### config.mk
export PLATFORM = sky130hd
export DESIGN_NAME = usbrx_front
export DESIGN_NICKNAME = d
export VERILOG_FILES = /design/src/rtl/usbrx_pkg.sv /design/src/rtl/usbrx_sampler.sv /design/src/rtl/usbrx_nrzi.sv /design/src/rtl/usbrx_framer.sv /design/src/rtl/usbrx_front.sv
export SDC_FILE = /design/constraint.sdc
export NUM_CORES = 1
export LEC_CHECK = 0
export ABC_CLOCK_PERIOD_IN_PS = 1900
export BUFFER_PORTS_ARGS = -buffer_cell sky130_fd_sc_hd__clkbuf_2
export CORE_MARGIN = 2
export CORE_UTILIZATION = 30
export DETAILED_ROUTE_END_ITERATION = 10
export PLACE_DENSITY_LB_ADDON = 0.15
export SLEW_MARGIN = 20
export SYNTH_ARGS = -nofsm -noshare
export SYNTH_HDL_FRONTEND = slang
export SYNTH_SLANG_ARGS = --single-unit
### constraint.sdc
create_clock -name clk -period 1.9 [get_ports clk]
set_clock_uncertainty 0.15 [all_clocks]
set_input_delay 0.38 -clock clk [delete_from_list [all_inputs] [get_ports clk]]
set_output_delay 0.38 -clock clk [all_outputs]
set_load 0.005 [all_outputs]
### src/rtl/usbrx_pkg.sv
package usbrx_pkg;
  localparam int BYTE_W = 8;
  localparam logic [BYTE_W-1:0] SYNC_VAL = 8'h80;

  typedef enum logic [1:0] {
    LN_SE0 = 2'd0,
    LN_J   = 2'd1,
    LN_K   = 2'd2,
    LN_SE1 = 2'd3
  } line_t;

  // Map the pin pair to a line state; low speed swaps J and K.
  function automatic line_t line_classify(input logic dp, input logic dm, input logic ls);
    case ({dp, dm})
      2'b00:   return LN_SE0;
      2'b11:   return LN_SE1;
      2'b10:   return ls ? LN_K : LN_J;
      default: return ls ? LN_J : LN_K;
    endcase
  endfunction

  // NRZI: unchanged state is a 1, a change is a 0.
  function automatic logic nrzi_bit(input line_t prev, input line_t cur);
    return prev == cur;
  endfunction
endpackage

### src/rtl/usbrx_sampler.sv
module usbrx_sampler import usbrx_pkg::*; #(
  parameter int OVERSAMPLE = 4
) (
  input  logic  clk,
  input  logic  rst_n,
  input  logic  dp_i,
  input  logic  dm_i,
  input  logic  low_speed_i,
  output logic  sym_stb,
  output line_t sym
);
  localparam int PW = $clog2(OVERSAMPLE);
  localparam logic [PW-1:0] MID    = PW'(OVERSAMPLE / 2);
  localparam logic [PW-1:0] MID_M1 = PW'(OVERSAMPLE / 2 - 1);
  localparam logic [PW-1:0] LAST   = PW'(OVERSAMPLE - 1);

  line_t lin, lst_q;
  logic [PW-1:0] ph_q;

  assign lin = line_classify(dp_i, dm_i, low_speed_i);

  always_ff @(posedge clk) begin
    if (!rst_n) begin
      lst_q <= LN_J;
      ph_q  <= '0;
    end else begin
      lst_q <= lin;
      if (lin != lst_q)    ph_q <= PW'(1);
      else if (ph_q == LAST) ph_q <= '0;
      else                 ph_q <= ph_q + 1'b1;
    end
  end

  assign sym_stb = (ph_q == MID);
  assign sym     = lst_q;


  resync_mid_chk: assert property (@(posedge clk) disable iff (!rst_n)
    (ph_q == MID_M1 && lin == lst_q) |=> sym_stb);


  j_polarity_chk: assert property (@(posedge clk) disable iff (!rst_n)
    (sym_stb && sym == LN_J) |-> $past(low_speed_i ? (dm_i && !dp_i) : (dp_i && !dm_i)));
endmodule

### src/rtl/usbrx_nrzi.sv
module usbrx_nrzi import usbrx_pkg::*; #(
  parameter int EOP_BITS  = 2,
  parameter int IDLE_BITS = 7
) (
  input  logic  clk,
  input  logic  rst_n,
  input  logic  sym_stb,
  input  line_t sym,
  output logic  bit_vld,
  output logic  bit_val,
  output logic  eop_ev,
  output logic  lerr_ev,
  output logic  rearm_ev
);
  localparam int SW = $clog2(EOP_BITS + 1);
  localparam int JW = $clog2(IDLE_BITS + 1);
  localparam logic [SW-1:0] SE0_SAT = SW'(EOP_BITS);
  localparam logic [JW-1:0] J_SAT   = JW'(IDLE_BITS);
  localparam logic [JW-1:0] J_HIT   = JW'(IDLE_BITS - 1);

  line_t prev_q;
  logic [SW-1:0] se0_q;
  logic [JW-1:0] jrun_q;

  always_comb begin
    bit_vld  = 1'b0;
    bit_val  = 1'b0;
    eop_ev   = 1'b0;
    lerr_ev  = 1'b0;
    rearm_ev = sym_stb && (sym == LN_J) && (jrun_q == J_HIT);
    if (sym_stb) begin
      case (sym)
        LN_SE1: lerr_ev = 1'b1;
        LN_SE0: ;
        default: begin
          if (se0_q != '0) begin
            if (se0_q >= SE0_SAT && sym == LN_J) eop_ev = 1'b1;
            else                                 lerr_ev = 1'b1;
          end else begin
            bit_vld = 1'b1;
            bit_val = nrzi_bit(prev_q, sym);
          end
        end
      endcase
    end
  end

  always_ff @(posedge clk) begin
    if (!rst_n) begin
      prev_q <= LN_J;
      se0_q  <= '0;
      jrun_q <= '0;
    end else if (sym_stb) begin
      case (sym)
        LN_SE1: begin
          prev_q <= LN_J;
          se0_q  <= '0;
          jrun_q <= '0;
        end
        LN_SE0: begin
          if (se0_q != SE0_SAT) se0_q <= se0_q + 1'b1;
          jrun_q <= '0;
        end
        default: begin
          prev_q <= sym;
          se0_q  <= '0;
          if (sym == LN_J) jrun_q <= (jrun_q == J_SAT) ? jrun_q : jrun_q + 1'b1;
          else             jrun_q <= '0;
        end
      endcase
    end
  end
endmodule

### src/rtl/usbrx_framer.sv
module usbrx_framer import usbrx_pkg::*; #(
  parameter int STUFF_RUN = 6
) (
  input  logic              clk,
  input  logic              rst_n,
  input  logic              bit_vld,
  input  logic              bit_val,
  input  logic              eop_ev,
  input  logic              lerr_ev,
  input  logic              rearm_ev,
  output logic [BYTE_W-1:0] byte_o,
  output logic              byte_vld_o,
  output logic              sop_o,
  output logic              eop_o,
  output logic              keepalive_o,
  output logic              stuff_err_o
);
  localparam int RW = $clog2(STUFF_RUN + 1);
  localparam int CW = $clog2(BYTE_W);
  localparam logic [RW-1:0] RUN_MAX = RW'(STUFF_RUN);
  localparam logic [CW-1:0] CNT_LAST = CW'(BYTE_W - 1);

  logic              in_pkt_q, armed_q;
  logic [BYTE_W-1:0] hunt_q, sh_q, hunt_nx, sh_nx;
  logic [CW-1:0]     cnt_q;
  logic [RW-1:0]     run_q;

  assign hunt_nx = {bit_val, hunt_q[BYTE_W-1:1]};
  assign sh_nx   = {bit_val, sh_q[BYTE_W-1:1]};

  always_ff @(posedge clk) begin
    if (!rst_n) begin
      in_pkt_q <= 1'b0;  armed_q <= 1'b1;
      hunt_q <= '1;  sh_q <= '0;  cnt_q <= '0;  run_q <= '0;
      byte_o <= '0;  byte_vld_o <= 1'b0;  sop_o <= 1'b0;
      eop_o <= 1'b0; keepalive_o <= 1'b0;  stuff_err_o <= 1'b0;
    end else begin
      byte_vld_o <= 1'b0;  sop_o <= 1'b0;  eop_o <= 1'b0;
      keepalive_o <= 1'b0; stuff_err_o <= 1'b0;
      if (rearm_ev) armed_q <= 1'b1;
      if (lerr_ev) begin
        in_pkt_q <= 1'b0;
        hunt_q   <= '1;
      end else if (eop_ev) begin
        if (armed_q) begin
          eop_o       <= 1'b1;
          keepalive_o <= !in_pkt_q;
          armed_q     <= 1'b0;
        end
        in_pkt_q <= 1'b0;
        hunt_q   <= '1;
      end else if (bit_vld) begin
        if (!in_pkt_q) begin
          hunt_q <= hunt_nx;
          if (hunt_nx == SYNC_VAL) begin
            sop_o    <= 1'b1;
            in_pkt_q <= 1'b1;
            armed_q  <= 1'b1;
            cnt_q    <= '0;
            run_q    <= RW'(1);
          end
        end else if (run_q == RUN_MAX) begin
          run_q <= '0;
          if (bit_val) begin
            stuff_err_o <= 1'b1;
            in_pkt_q    <= 1'b0;
            hunt_q      <= '1;
          end
        end else begin
          sh_q  <= sh_nx;
          cnt_q <= cnt_q + 1'b1;
          if (cnt_q == CNT_LAST) begin
            byte_o     <= sh_nx;
            byte_vld_o <= 1'b1;
          end
          run_q <= bit_val ? run_q + 1'b1 : '0;
        end
      end
    end
  end


  sop_opens_chk: assert property (@(posedge clk) disable iff (!rst_n) sop_o |-> in_pkt_q);

  byte_in_pkt_chk: assert property (@(posedge clk) disable iff (!rst_n) byte_vld_o |-> in_pkt_q);

  stuff_abort_chk: assert property (@(posedge clk) disable iff (!rst_n) stuff_err_o |-> !in_pkt_q);

  keepalive_eop_chk: assert property (@(posedge clk) disable iff (!rst_n) keepalive_o |-> eop_o);

  eop_disarm_chk: assert property (@(posedge clk) disable iff (!rst_n) eop_o |-> !armed_q);
endmodule

### src/rtl/usbrx_front.sv
module usbrx_front import usbrx_pkg::*; #(
  parameter int OVERSAMPLE      = 4,
  parameter int EOP_MIN_BITS    = 2,
  parameter int IDLE_REARM_BITS = 7,
  parameter int STUFF_RUN       = 6
) (
  input  logic       clk,
  input  logic       rst_n,
  input  logic       dp_i,
  input  logic       dm_i,
  input  logic       low_speed_i,
  output logic [7:0] byte_o,
  output logic       byte_vld_o,
  output logic       sop_o,
  output logic       eop_o,
  output logic       keepalive_o,
  output logic       stuff_err_o
);
  logic  sym_stb, bit_vld, bit_val, eop_ev, lerr_ev, rearm_ev;
  line_t sym;

  usbrx_sampler #(.OVERSAMPLE(OVERSAMPLE)) samp_i (
    .clk(clk), .rst_n(rst_n), .dp_i(dp_i), .dm_i(dm_i),
    .low_speed_i(low_speed_i), .sym_stb(sym_stb), .sym(sym)
  );

  usbrx_nrzi #(.EOP_BITS(EOP_MIN_BITS), .IDLE_BITS(IDLE_REARM_BITS)) nrzi_i (
    .clk(clk), .rst_n(rst_n), .sym_stb(sym_stb), .sym(sym),
    .bit_vld(bit_vld), .bit_val(bit_val), .eop_ev(eop_ev),
    .lerr_ev(lerr_ev), .rearm_ev(rearm_ev)
  );

  usbrx_framer #(.STUFF_RUN(STUFF_RUN)) frm_i (
    .clk(clk), .rst_n(rst_n), .bit_vld(bit_vld), .bit_val(bit_val),
    .eop_ev(eop_ev), .lerr_ev(lerr_ev), .rearm_ev(rearm_ev),
    .byte_o(byte_o), .byte_vld_o(byte_vld_o), .sop_o(sop_o),
    .eop_o(eop_o), .keepalive_o(keepalive_o), .stuff_err_o(stuff_err_o)
  );
endmodule

* Word level (Yosys, flattened, before mapping)
Cells that the tools add are included. W data, S select, Z words.
Word-level totals: flip-flop bits (word level) 48, output and inout port bits 13, word-level logic and storage cells 124
Operators by class: $add $sub $neg 5, magnitude comparators 1, equality and inequality tests 19, mux-type cells 49, bitwise gates (word level) 8, reduce and logical (&&, ||, !) cells 24
Operators by type and width (number):
- $mux W3 | 10
- $mux W1 | 29
- $mux W8 | 3
- $eq A3 B3 Y1 const B | 4
- $reduce_or A6 Y1 | 2
- $eq A2 B2 Y1 const B | 5
- $reduce_and A5 Y1 | 2
- $add A3 B1 Y3 const B | 3
- $reduce_or A3 Y1 | 3
- $eq A8 B8 Y1 const B | 1
- $mux W2 | 4
- $not A1 Y1 | 8
- $ne A2 B2 Y1 const B | 3
- $pmux W2 S3 | 1
- $reduce_and A2 Y1 | 3
- $reduce_and A6 Y1 | 1
- $reduce_or A5 Y1 | 1
- $add A2 B1 Y2 const B | 2
- $logic_not A2 Y1 | 2
- $ne A2 B1 Y1 const B | 2
- $pmux W2 S2 | 1
- $reduce_and A4 Y1 | 1
- $reduce_bool A2 Y1 | 2
- $reduce_or A4 Y1 | 1
- 10 further kinds | 12

* Logic depth before layout (Yosys ltp)
Gate-level depths: netlist (run 1).
depth in word-level cells 10, gate-level depth with buffers 8, depth with buffers taken out 6

* Modules after synthesis
From an unflattened synthesis (run 1), not the netlist that was laid out.
Second synthesis, totals: cell total of the unflattened synthesis 252, area, all modules 2199.6 µm²
By module, submodules not included:
- usbrx_framer | times used 1, cells each 168, area an instance 1425.1 µm², sequential area each 700.7 µm²
- usbrx_nrzi | times used 1, cells each 58, area an instance 516.7 µm², sequential area each 140.1 µm²
- usbrx_sampler | times used 1, cells each 26, area an instance 257.7 µm², sequential area each 80.1 µm²

* Worst setup path before layout (run 1)
Ideal clock, no wire load.
path type reg2reg, start reg samp_i.lst_q[0] (netlist: samp_i.sym[0]), end reg frm_i.stuff_err_o, data arrival time 1817 ps, slack -183 ps, stages on the path, launching flop included 7, clock period less this slack 2083 ps, path through dfxtp_1 buf_2 inv_1 ha_1 or4b_4 o211a_4 and3_1
Between the ends: word-level cells in the longest chain between the ends 7
RTL lines:
- start: declaration | line usbrx_sampler.sv:17 | line_t lin, lst_q;
- start signal: assignment | line usbrx_sampler.sv:27 | lst_q <= lin;
- $eq A2 B1 Y1 | line usbrx_nrzi.sv:37 | if (se0_q >= SE0_SAT && sym == LN_J) eop_ev = 1'b1;
- $logic_and A1 B1 Y1 | line usbrx_nrzi.sv:37
- $mux W1 | line usbrx_nrzi.sv:37
- $mux W1 | line usbrx_nrzi.sv:36 | if (se0_q != '0) begin
- $pmux W1 S2 / $mux W1 (equally long branches) | line usbrx_nrzi.sv:32 | case (sym)
- $mux W1 | line usbrx_nrzi.sv:31 | if (sym_stb) begin
- $reduce_or A6 Y1 (no source line)
- end signal: assignment | line usbrx_framer.sv:36 | eop_o <= 1'b0; keepalive_o <= 1'b0; stuff_err_o <= 1'b0;
- end signal: assignment | line usbrx_framer.sv:39 | keepalive_o <= 1'b0; stuff_err_o <= 1'b0;
- end signal: assignment | line usbrx_framer.sv:65 | stuff_err_o <= 1'b1;
- end: declaration | line usbrx_framer.sv:16 | output logic stuff_err_o
Parallel ways exist; a longest one is shown, timed or not. A chain may end at the register's enable or synchronous reset.

* Worst setup path in the final report (run 1)
Ends and elaborated chain as after synthesis.

==> results.py, run 1 <==
metrics = {
    "run_status": {
        "status": "finished, final reports clean",
    },
    "sta": {
        "max_freq_mhz": 536,
        "slew_headroom_pct": 72.0,
        "worstMarginPinSlew_ns": 0.420,
        "tns_ns": 0,
        "rsz0062_at_grt": "false",
        "period_share_pct": 98.1,
        "period_needed_ns": 1.86,
        "setup_viol": 0,
        "finalHoldViolations": 0,
        "drv_slew": 0,
        "whs_ns": 0.225,
    },
    "power": {
        "internal_power_mw": 1.34,
        "ir_worst_vdd_uv": 230,
        "netSwitchingPower_mw": 0.431,
        "power.density_nw_per_um2": 621,
        "combinationalPowerShare_pct": 9.3,
        "cellLeakagePower_nw": 1.09,
        "seqPwrFrac_pct": 55.0,
        "swShare_pct": 24.3,
        "power_mw": 1.77,
        "p_clk_share_pct": 35.7,
    },
    "synth": {
        "synth-simple-area-share_pct": 23.8,
        "synthAdderAreaFrac_pct": 8.08,
        "synthTopCellsByArea": "dfxtp_1 40%, ha_1 8.1%, a21boi_0 6.5%, nand2_1 5.0%, o21ai_0 5.0%",
        "ys_types": 48,
        "synth_top_family_by_area": "simple AND/OR/NAND/NOR gates",
        "synth_warnings": 0,
        "synthMuxAreaShare_pct": 1.72,
        "synth_xor_area_share_pct": 1.40,
        "synthFlopType": "dfxtp_1",
        "synth_compound_area_share_pct": 20.4,
        "synth-async-reset-ratio_pct": 0,
        "netlist_instances": 260,
        "synth-edff-count": 0,
        "synth_top_cell_area_share_pct": 39.7,
        "yosysTopAreaCell": "dfxtp_1",
        "synth_nets": 280,
        "synth_commonest_cells": "46 x dfxtp_1, 31 x nand2_1, 23 x o21ai_0",
        "yosysMostFrequentCell": "dfxtp_1",
        "ys_seq_area_share_pct": 39.7,
        "syn_area_um2": 2320,
        "ys_ff_latch": 46,
        "postSynthAreaPerCell_um2": 8.93,
    },
    "worst_setup_path": {
        "crit_type": "reg2reg",
        "cp_max_fo": 10,
        "cp-end-kind": "register",
        "arrival_ns": 1.92,
        "start_kind": "register",
        "crit_required_ns": 1.95,
    },
    "floorplan": {
        "fp.dieH_um": 92.0,
        "die_w_um": 92.0,
        "pin_count": 18,
        "start_util_pct": 30.5,
        "placeableCoreArea_um2": 7610,
        "row_count": 32,
        "dieArea_um2": 8460,
    },
    "finish": {
        "fillCellCount": 808,
        "num-nets-final": 319,
        "layout-drive-gt1-share_pct": 27.0,
        "final_area_um2": 2850,
        "syn2layout_area_growth_pct": 22.8,
        "final_util_pct": 37.5,
        "antennaDiodeCount": 0,
    },
    "job": {
        "drv_cap": 0,
    },
    "clocking": {
        "insertion_delay_ns": 0.30,
        "htreeDepth": 2,
        "cts_buffers": 5,
        "ctsRootBufferMaster": "clkbuf_8",
        "cts.clk_slew.worst_paths_ns": 0.08,
        "cts_tree": "built",
        "cts_buffer_depth": 2,
        "clock_sinks": 46,
    },
    "detailed_routing": {
        "drc": 0,
        "drt_iter0_drc": 76,
        "drt-vias-per-instance": 4.69,
        "drt_first_pass_iters": 4,
        "postRouteAntennaNets": 0,
        "routed_wl_um": 4940,
        "num_vias": 1887,
        "routedWlPerCell_um": 12.3,
    },
    "place": {
        "place.gp.congestion": 0.690,
        "port_buffers": 17,
        "dp_hpwl_um": 3640,
        "dpl-instance-area_um2": 2650,
    },
    "global_route": {
        "track_usage_pct": 12.2,
        "antenna_found_initial": 0,
        "grt_max_degree": 25,
        "grt_pass1_vias": 1751,
        "grt_pass1_wl_um": 8270,
        "grt_overflow": 0,
    },
    "worst_hold_path": {
        "hold_class": "in2reg",
    },
}
-- metal layers --
layer  GRT usage [%]  wire, µm  vias to the layer above  share of wire, %
li1                -         -                      998                 -
met1            15.3      2370                      861                48
met2            20.5      2340                       22                47
met3            2.71       138                        6               2.8
met4            4.85        82                        0               1.7
met5               0         0                        -                 0
-- flip-flops by register name (all words and copies together) (netlist names) --
| name | count |
|---|---|
| frm_i.sh_q | 7 |
| nrzi_i.se0_q | 2 |
| samp_i.ph_q | 2 |
| frm_i.in_pkt_q | 1 |
| nrzi_i.jrun_q | 3 |
| frm_i.byte_o | 8 |
| frm_i.byte_vld_o | 1 |
| frm_i.eop_o | 1 |
| frm_i.armed_q | 1 |
| frm_i.cnt_q | 3 |
| frm_i.keepalive_o | 1 |
| frm_i.stuff_err_o | 1 |
| frm_i.hunt_q | 7 |
| samp_i.sym | 2 |
| nrzi_i.prev_q | 2 |
| frm_i.sop_o | 1 |
| frm_i.run_q | 3 |
-- placed cells by master, fill, tap and decap left out, drive strengths merged, types with 5 or more instances in the layout --
| cell type | count |
|---|---|
| nor3 | 11 |
| and3 | 5 |
| a21oi | 7 |
| clkbuf | 24 |
| dfxtp | 46 |
| inv | 10 |
| buf | 27 |
| nand3 | 11 |
| a21boi | 20 |
| o21ai | 23 |
| nor2b | 7 |
| nand2 | 32 |
| ha | 15 |
| nor2 | 19 |
-- kinds of logic (layout without fill, tap and decap cells) --
family | count (synthesis) | count (layout)
xor gates and xnor gates | 2 | 2
DFF | 46 | 46
buffers and inverters | 22 | 62
and+or+nand+nor | 103 | 103
AOI/OAI and AO/OA | 68 | 68
adders and majority gates | 15 | 15
muxes | 4 | 4
-- power groups by stage --
stage	Combinational [mW]	Sequential (mW)	Clock [mW]
2_1_floorplan	0.0971	0.999	0
6_report	0.164	0.974	0.633
5_1_grt	0.180	0.976	0.695
3_5_place_dp	0.152	0.998	0
4_1_cts	0.153	0.975	0.656
3_3_place_gp	0.151	0.997	0
-- per-stage QoR --
step | setup WS, ns | instances
6_report | 0.0355 | 402
2_1_floorplan | 0.0239 | 260
3_5_place_dp | -0.000689 | 391
5_1_grt | 0.000370 | 402
3_3_place_gp | 0.0234 | 391
4_1_cts | -0.0204 | 399
-- worst max-delay path: stages, from the launching register on --
cell,delay (ns)
dfxtp_4,0.39
inv_2,0.05
ha_4,0.29
or4b_4,0.51
o211a_4,0.21
and3_1,0.17
-- layout make-up --
cell class | instances | area [µm²] | share of cell area, %
timing repair buffer | 44 | 288 | 10.1
clock buffer | 7 | 86.3 | 3.03
sequential | 46 | 931 | 32.6
clock inverter | 1 | 5.00 | 0.176
tap | 102 | 128 | 4.48
inverter | 10 | 37.5 | 1.32
multi-input combinational | 192 | 1380 | 48.3
-- path summary, 6_finish.rpt --
path                          startpoint  slack [ns]  cells past startpoint                      endpoint
max             samp_i.sym[0]$_SDFF_PN1_        0.04                      5  frm_i.stuff_err_o$_SDFF_PP0_
max reg2reg     samp_i.sym[0]$_SDFF_PN1_        0.04                      5  frm_i.stuff_err_o$_SDFF_PP0_
min                                 dm_i        0.22                      3      samp_i.sym[0]$_SDFF_PN1_
min reg2reg  frm_i.cnt_q[0]$_SDFFE_PN0P_        0.32                      1   frm_i.cnt_q[0]$_SDFFE_PN0P_
-- repair_timing --
action,CTS,global route
hold buffers,0,0
gates resized for setup,0,23
pin swaps,0,3
endpoints found under the setup margin,3,21
buffers inserted,0,3
No activity file was read; power rests on OpenSTA's default activity.
==> run 2, diff against run 1 <==
SETUP_SLACK_MARGIN = 0.05   (was unset)
==> results.py, run 2 (synthesized netlist as in run 1, its figures left out) <==
metrics = {
    "worst_setup_path": {
        "arrival_ns": 1.92,
        "cp_max_fo": 6,
        "cp_cell_sequence": "inv_4 > ha_4 > or4b_4 > o211a_4 > and3_4",
        "cpPeakStageDelay_ns": 0.53,
        "reg2reg_slack_ns": 0.02,
        "cp-end-kind": "register",
        "rr_endpoint": "frm_i.stuff_err_o$_SDFF_PP0_",
        "timing.rr.start": "samp_i.sym[0]$_SDFF_PN1_",
        "crit_type": "reg2reg",
        "slowest_stage": "or4b_4",
        "worst-r2r-cell-count": 5,
        "critPathLaunch": "samp_i.sym[0]$_SDFF_PN1_",
        "start_kind": "register",
        "crit_required_ns": 1.95,
    },
    "sta": {
        "period_share_pct": 98.7,
        "slew_headroom_pct": 70.2,
        "setup_viol": 0,
        "drv_slew": 0,
        "period_needed_ns": 1.88,
        "max_freq_mhz": 533,
        "rsz0062_at_grt": "true",
        "setup_ws_ns": 0.0250,
        "finalHoldViolations": 0,
        "worstMarginPinSlew_ns": 0.448,
    },
    "finish": {
        "top_regs": "frm_i.byte_o: 8 flops, frm_i.hunt_q: 7 flops, frm_i.sh_q: 7 flops",
        "layout-drive-gt1-share_pct": 28.0,
        "fillCellCount": 818,
        "syn2layout_area_growth_pct": 23.8,
        "antennaDiodeCount": 0,
        "largest_reg_flops": 8,
        "layout_common_cells": "41 x dfxtp_1, 31 x nand2_1, 23 x buf_4, 21 x o21ai_0, 19 x nor2_1",
        "num-nets-final": 319,
        "final_common_cell": "dfxtp_1",
        "max_flop_register": "frm_i.byte_o",
        "final_cells": 402,
    },
    "detailed_routing": {
        "num_vias": 1961,
        "routedWlPerCell_um": 13.1,
        "drt-vias-per-instance": 4.88,
        "wl_met2_um": 2560,
        "dr_wl_met3_um": 138,
        "maxUsedRoutingLayer": "met4",
        "drc": 0,
        "drt_first_pass_iters": 4,
        "postRouteAntennaNets": 0,
        "met1_length_um": 2500,
        "drt_iter0_drc": 65,
        "routed_wl_um": 5270,
    },
    "clocking": {
        "cts_buffer_depth": 2,
        "htreeDepth": 2,
        "clock_sinks": 46,
        "holdBufCountCts": 0,
        "cts_buffers": 5,
        "ctsRootBufferMaster": "clkbuf_8",
        "cts.clk_slew.worst_paths_ns": 0.08,
        "cts_tree": "built",
        "insertion_delay_ns": 0.30,
    },
    "global_route": {
        "grt_pass1_wl_um": 8670,
        "track_usage_pct": 12.8,
        "grt_overflow": 0,
        "grt_max_degree": 21,
        "grt_pass1_vias": 1845,
        "antenna_found_initial": 0,
    },
    "worst_hold_path": {
        "hold_class": "in2reg",
        "holdPathEnd": "samp_i.sym[0]$_SDFF_PN1_",
        "worstHoldPathCells": 3,
        "hold_path.startpoint": "dm_i",
    },
    "floorplan": {
        "row_count": 32,
        "start_util_pct": 30.5,
        "fp.dieH_um": 92.0,
        "dieArea_um2": 8460,
        "die_w_um": 92.0,
        "pin_count": 18,
        "placeableCoreArea_um2": 7610,
    },
    "place": {
        "place.gp.congestion": 0.697,
        "post-place-ws_ns": -0.0249,
        "dp_hpwl_um": 3680,
        "dp_cells": 387,
        "port_buffers": 17,
    },
    "job": {
        "drv_cap": 0,
    },
    "power": {
        "cellLeakagePower_nw": 1.09,
        "power.density_nw_per_um2": 617,
        "ir_worst_vdd_uv": 231,
    },
    "run_status": {
        "status": "finished, final reports clean",
    },
}
## run 2: report_power, final
group          total, mW  internal [mW]  switching, mW
clock network      0.622          0.294          0.328
registers          0.976          0.969        0.00638
logic              0.176         0.0849         0.0914
## run 2: worst max path at each step
stage	endpoint	slack (ns)	cells past startpoint
after floorplan	frm_i.stuff_err_o$_SDFF_PP0_	0.03	6
after global placement	frm_i.keepalive_o$_SDFF_PP0_	-0.02	5
after detailed placement	frm_i.keepalive_o$_SDFF_PP0_	-0.02	5
after CTS	frm_i.stuff_err_o$_SDFF_PP0_	0.03	5
after global routing	frm_i.stuff_err_o$_SDFF_PP0_	-0.02	5
final	frm_i.stuff_err_o$_SDFF_PP0_	0.02	5
## run 2: what timing repair did
item,4_1_cts,5_1_grt
gates cloned,0,2
pin swaps,2,3
setup endpoints to repair,18,28
gates resized for setup,10,24
buffers inserted,5,0
## run 2: per-stage QoR
step	area (µm²)	power [mW]	setup TNS (ns)	utilization, %	hold WS [ns]
finish	2870	1.77	0	37.8	0.223
global route	2870	1.87	-0.0550	37.8	0.269
CTS	2790	1.80	0	36.7	0.212
detailed placement	2620	1.14	-0.0249	34.5	0.323
global placement	2620	1.14	-0.0181	34.5	0.314
floorplan	2350	1.10	0	-	0.288
## run 2: routing by layer
layer,vias to the layer above,GRT usage [%]
met5,-,0
met4,0,4.48
met3,7,2.71
met2,21,21.6
met1,930,16.2
li1,1003,-
## run 2: area by class of cell
class / instances / area [µm²] / share of cell area (%)
clock inverter: 1 / 5.00 / 0.174
sequential: 46 / 930 / 32.3
clock buffer: 7 / 86.3 / 3.00
tap: 102 / 128 / 4.44
timing repair buffer: 43 / 292 / 10.1
inverter: 10 / 40.0 / 1.39
multi-input combinational: 193 / 1390 / 48.5
## run 2: worst max-delay path: cells and delay by family, from the launching register on
family | cells | cell delay [ns]
AND/OR/NAND/NOR | 2 | 0.69
flip-flops | 1 | 0.39
adder cells (fa/ha/maj) | 1 | 0.30
AO/OA/AOI/OAI | 1 | 0.20
buffers and inverters | 1 | 0.04
